**src/rtl/vmon_pkg.sv**
```systemverilog
package vmon_pkg;
    localparam int unsigned DATA_W   = 8;
    localparam int unsigned BIT_EN   = 7;
    localparam int unsigned BIT_MODE = 1;
    localparam int unsigned BIT_FLAG = 0;

    typedef struct packed {
        logic en;
        logic mode;
    } vmon_ctrl_t;
endpackage

```
**src/rtl/vmon_sync.sv**
```systemverilog
module vmon_sync #(
    parameter int unsigned STAGES = 2
) (
    input  logic clk,
    input  logic rst_n,
    input  logic din,
    output logic dout
);
    logic [STAGES-1:0] sh_d, sh_q;

    always_comb begin
        sh_d = {sh_q[STAGES-2:0], din};
    end

    always_ff @(posedge clk or negedge rst_n) begin
        if (!rst_n) sh_q <= '0;
        else        sh_q <= sh_d;
    end

    assign dout = sh_q[STAGES-1];
endmodule

```
**src/rtl/vmon_settle.sv**
```systemverilog
module vmon_settle #(
    parameter int unsigned SETTLE_CYC = 10000
) (
    input  logic clk,
    input  logic rst_n,
    input  logic en,
    output logic settled
);
    localparam int unsigned CW = $clog2(SETTLE_CYC + 1);
    localparam logic [CW-1:0] LIM = CW'(SETTLE_CYC);

    logic [CW-1:0] cnt_d, cnt_q;

    always_comb begin
        cnt_d = cnt_q;
        if (!en)              cnt_d = '0;
        else if (cnt_q != LIM) cnt_d = cnt_q + 1'b1;
    end

    always_ff @(posedge clk or negedge rst_n) begin
        if (!rst_n) cnt_q <= '0;
        else        cnt_q <= cnt_d;
    end

    assign settled = (cnt_q == LIM);
endmodule

```
**src/rtl/vmon_rst_pulse.sv**
```systemverilog
module vmon_rst_pulse #(
    parameter int unsigned PULSE_CYC = 16
) (
    input  logic clk,
    input  logic ext_rst_n,
    input  logic trig,
    output logic req,
    output logic src
);
    localparam int unsigned PW = $clog2(PULSE_CYC + 1);

    typedef struct packed {
        logic [PW-1:0] cnt;
        logic          src;
    } pulse_st_t;

    pulse_st_t st_d, st_q;

    always_comb begin
        st_d = st_q;
        if (st_q.cnt != '0) begin
            st_d.cnt = st_q.cnt - 1'b1;
        end else if (trig) begin
            st_d.cnt = PW'(PULSE_CYC);
            st_d.src = 1'b1;
        end
    end

    always_ff @(posedge clk or negedge ext_rst_n) begin
        if (!ext_rst_n) st_q <= '0;
        else            st_q <= st_d;
    end

    assign req = (st_q.cnt != '0);
    assign src = st_q.src;
endmodule

```
**src/rtl/vmon_ctrl.sv**
```systemverilog
module vmon_ctrl
    import vmon_pkg::*;
#(
    parameter int unsigned     ADDR_W        = 16,
    parameter logic [ADDR_W-1:0] REG_ADDR    = 16'hFF50,
    parameter int unsigned     SYNC_STAGES   = 2,
    parameter int unsigned     SETTLE_CYC    = 10000,
    parameter int unsigned     RST_PULSE_CYC = 16
) (
    input  logic              clk,
    input  logic              ext_rst_n,
    input  logic              rst_n,
    input  logic [ADDR_W-1:0] addr,
    input  logic              wr_en,
    input  logic [7:0]        bit_we,
    input  logic [7:0]        wdata,
    output logic [7:0]        rdata,
    input  logic              cmp_low,
    output logic              irq,
    output logic              rst_req,
    output logic              rst_src
);
    vmon_ctrl_t ctrl_d, ctrl_q;
    logic       hit, cmp_s, settled, flag, trig;

    logic unused_bits;
    assign unused_bits = ^{wdata[6:2], wdata[BIT_FLAG], bit_we[6:2], bit_we[BIT_FLAG]};

    vmon_sync #(.STAGES(SYNC_STAGES)) sync_i (
        .clk (clk),
        .rst_n (rst_n),
        .din (cmp_low),
        .dout (cmp_s)
    );

    vmon_settle #(.SETTLE_CYC(SETTLE_CYC)) settle_i (
        .clk (clk),
        .rst_n (rst_n),
        .en (ctrl_q.en),
        .settled (settled)
    );

    vmon_rst_pulse #(.PULSE_CYC(RST_PULSE_CYC)) pulse_i (
        .clk (clk),
        .ext_rst_n (ext_rst_n),
        .trig (trig),
        .req (rst_req),
        .src (rst_src)
    );

    assign hit = (addr == REG_ADDR);

    always_comb begin
        ctrl_d = ctrl_q;
        if (wr_en && hit) begin
            if (bit_we[BIT_EN])   ctrl_d.en   = wdata[BIT_EN];
            if (bit_we[BIT_MODE]) ctrl_d.mode = wdata[BIT_MODE];
        end
    end

    always_ff @(posedge clk or negedge ext_rst_n) begin
        if (!ext_rst_n) ctrl_q <= '0;
        else            ctrl_q <= ctrl_d;
    end

    assign flag = ctrl_q.en & settled & cmp_s;
    assign irq  = flag & ~ctrl_q.mode;
    assign trig = flag & ctrl_q.mode;

    always_comb begin
        rdata = '0;
        if (hit) begin
            rdata[BIT_EN]   = ctrl_q.en;
            rdata[BIT_MODE] = ctrl_q.mode;
            rdata[BIT_FLAG] = flag;
        end
    end
endmodule

```
**config.mk**
```make
export PLATFORM = sky130hd
export DESIGN_NAME = vmon_ctrl
export DESIGN_NICKNAME = d
export VERILOG_FILES = /design/src/rtl/vmon_pkg.sv /design/src/rtl/vmon_sync.sv /design/src/rtl/vmon_settle.sv /design/src/rtl/vmon_rst_pulse.sv /design/src/rtl/vmon_ctrl.sv
export SDC_FILE = /design/constraint.sdc
export NUM_CORES = 1
export LEC_CHECK = 0
export BUFFER_PORTS_ARGS = -buffer_cell sky130_fd_sc_hd__buf_2
export CAP_MARGIN = 15
export CORE_UTILIZATION = 45
export CTS_BUF_LIST = sky130_fd_sc_hd__clkbuf_4
export CTS_CLUSTER_DIAMETER = 30
export DETAILED_ROUTE_END_ITERATION = 8
export GPL_TIMING_DRIVEN = 0
export PLACE_DENSITY = 0.76
export SKIP_CTS_REPAIR_TIMING = 1
export SLEW_MARGIN = 0
export SYNTH_ARGS = -nofsm -noshare
export SYNTH_HDL_FRONTEND = slang
export SYNTH_SLANG_ARGS = --single-unit
```
**constraint.sdc**
```tcl
create_clock -name clk -period 2.5 [get_ports clk]
set_input_delay 0.5 -clock clk [delete_from_list [all_inputs] [get_ports clk]]
set_output_delay 0.5 -clock clk [all_outputs]
set_load 0.02 [all_outputs]
```
==> summary.md <==
| Metric | Value |
|---|---|
| Area leader, netlist | `dfrtp_1` |
| Power per Cell Area | `367 nW/um^2` |
| WL/cell | `12.3 um` |
| GRT overflow | `0` |
| Placed cells | `191` |
| Ant. Diodes | `0` |
| Clk_skew | `4.59 ps` |
| Reg2reg end | `pulse_i.st_q[1]$_DFFE_PN0P_` |
| Setup TNS | `0 ps` |
| NetSw | `0.128 mW` |
| Max VDD drop | `0.000327 V` |
| Fin. Hold Viols | `0` |
| Clk network pwr share | `0.274` |
| Initial antenna violation count | `0` |
| Core box area | `2760 um^2` |
| Worst-path clk slew | `120 ps` |
| First-pass GRT wire length | `4.21 mm` |
| Met2 wire length | `1.31 mm` |
| Drt pass-1 iters | `4` |
| Sequential-to-total area share from yosys stat | `0.461` |
| Max Slew Vio Count | `0` |
| Register bit total from synthesis | `24` |
| Critical Path Fanout Max | `3` |
| Final ANT Viol Nets | `0` |
| Die X | `55.8 um` |
| HP Class | `input pin to asynchronous set/reset pin` |
| Die Ht | `55.8 um` |
| Worst path bufs/invs | `1` |
| Avg Inst Size Synth | `10.3 um^2` |
| Tot Pwr | `0.595 mW` |
| Cell family with most CP delay | `simple AND/OR/NAND/NOR gates` |
| WL final | `2.47 mm` |
| Htree depth | `1` |
| R2r worst-path depth | `4` |
| Switching share of total power | `0.216` |
| Post-route design area | `1620 um^2` |
| Largest cells by area after synthesis | `dfrtp_1, and2_1, nand4_1` |
| WL met1 | `1.04 mm` |
| CP arrival | `1940 ps` |
| Max frequency | `410 MHz` |
| Synth Cell Area | `1300 um^2` |
| CP Cell Sequence | `or4b_4 > nor4_4 > nor2b_1 > buf_4` |
| Die area | `3120 um^2` |
| Layout Cells excl Fill | `201` |
| Share of the synthesized area in the top cell type | `0.461` |
| Outcome | `completed` |
| Vias in the first global route | `1000` |
| Combinational fraction of design power | `0.070` |
| Area after DPL | `1510 um^2` |
| Syn Inst Count | `126` |
| Crit share post-route | `0.976` |
| Share of cells above drive strength 1 | `0.335` |
| Starting Density | `0.473` |
| Clock Tree Buf Depth | `2` |
| Sink Count | `24` |
| R2r setup slk | `540 ps` |
| Sequential share of power | `0.656` |
| Total GRT Usage | `0.171` |
| Fin nets | `212` |
| DRC viols | `0` |
| Top layer reached by signal wires | `met4` |
| Detail Route met3 WL | `112 um` |
| Finish-stage setup viols | `0` |
| Clock Latency Late Sink | `310 ps` |
| CP Class | `flop to output pin` |
| Worst path max stage delay | `590 ps` |
| Max-cap violations | `0` |
| HPWL after detailed placement | `1.89 mm` |
| Via-to-Cell Ratio | `5.28` |
| RD Place Congestion | `0.767` |
| Slowest CP cell | `or4b_4` |
| Worst R2R Start | `settle_i.cnt_q[6]$_DFFE_PN0P_` |
| CTS Buf Count | `3` |
| Vias after detailed routing | `1062` |
| Core Rows | `19` |
| Min Clock Period, post-route | `2440 ps` |
| Synth unique cells | `36` |
| CTS tree | `yes` |
| Initial DRC Count | `26` |
| RSZ-0062 raised after global routing | `yes` |
| Leakage | `0.844 nW` |
| P&R area growth vs syn | `24.5%` |
| Worst EP required | `2000 ps` |
| Synth warn | `0` |
| Worst setup SP type | `flop` |
| I/O pin cnt | `48` |
| P_int | `0.467 mW` |
| Endpoint class of the critical path | `output pin` |
| IO Port Bufs | `30` |
| CTS root buffer | `clkbuf_4` |
| Pin count of the biggest net entering global routing | `17` |
[registers in the layout (all words and copies together) (netlist names)]
register / cells
settle_i.cnt_q: 14
pulse_i.st_q: 5
ctrl_q: 2
sync_i.sh_q: 2
pulse_i.src: 1
[power groups by stage]
| stage | sequential [mW] | clock, mW | combinational (mW) |
|---|---|---|---|
| detailed placement | 0.398 | 0 | 0.0409 |
| finish | 0.390 | 0.163 | 0.0415 |
| CTS | 0.390 | 0.169 | 0.0409 |
| global route | 0.391 | 0.185 | 0.0461 |
| floorplan | 0.398 | 0 | 0.0151 |
| global placement | 0.398 | 0 | 0.0391 |
[synth_stat cells]
cell / count
nor2b_1: 3
ha_1: 3
nor3b_1: 1
nand4_1: 7
nor3_1: 3
or4_4: 1
nor4_4: 2
and2_1: 13
and3_2: 1
or2_2: 1
dfrtp_1: 24
or4b_2: 1
nand2_1: 7
buf_4: 5
conb_1: 1
xor2_1: 5
or4_1: 1
a21boi_0: 2
mux2i_1: 2
inv_1: 6
and3_1: 1
mux2_2: 2
o21ai_0: 1
nand2b_1: 2
nor2_1: 4
buf_2: 1
xnor2_1: 5
a31o_1: 2
or4b_1: 2
nor4_1: 3
nand3_1: 7
clkbuf_1: 2
o31ai_1: 2
or3_1: 1
o21a_1: 1
a21o_1: 1
[cells by family after synthesis]
group / synth area share
flip-flops: 0.461
adder cells (fa/ha/maj): 0.0288
other: 0.00288
AO/OA/AOI/OAI: 0.0518
XOR/XNOR: 0.0672
multiplexers: 0.0326
buffers and inverters: 0.0557
AND/OR/NAND/NOR: 0.300
[worst max-delay path by stage]
stage	end	from	cells past startpoint	slack (ps)
final	irq	settle_i.cnt_q[3]$_DFFE_PN0P_	4	60
after global routing	irq	settle_i.cnt_q[3]$_DFFE_PN0P_	4	-20
after CTS	rst_req	pulse_i.st_q[1]$_DFFE_PN0P_	6	-230
after detailed placement	rst_req	pulse_i.st_q[1]$_DFFE_PN0P_	6	120
after global placement	rdata[0]	addr[2]	5	150
after floorplan	irq	settle_i.cnt_q[6]$_DFFE_PN0P_	3	320
[stage by stage]
step	worst slack, ps	util	hold WS, ps
3_5_place_dp	122	0.547	347
3_3_place_gp	152	0.547	338
5_1_grt	-22.0	0.588	83.6
2_1_floorplan	322	-	204
4_1_cts	-234	0.555	4.63
6_report	60.6	0.588	75.5
[area by class of cell]
class	count	area, um^2
Multi-Input combinational cell	92	679
Fill cell	234	1130
Clock buffer	3	22.5
Inverter	6	22.5
Buffer	8	50.0
Timing Repair Buffer	37	208
Sequential cell	24	602
Tap cell	31	38.8
[per-layer routing]
layer  global-route usage  up-vias
li1                     -      519
met1                0.206      506
met2                0.317       35
met3               0.0302        2
met4               0.0383        0
met5                    0        -
[cell usage in the layout, fill, tap and decap left out, types with 3 or more instances in the layout]
cell type / n
buf_2: 30
nand2_1: 7
nor4_4: 4
nor2b_1: 3
nand3_1: 7
xnor2_1: 5
inv_1: 6
and2_1: 13
xor2_1: 5
nor3_1: 3
ha_1: 3
nand4_1: 7
dfrtp_1: 23
buf_4: 12
clkbuf_4: 3
conb_1: 5
nor2_1: 4
(Power assumes the default switching activity.)
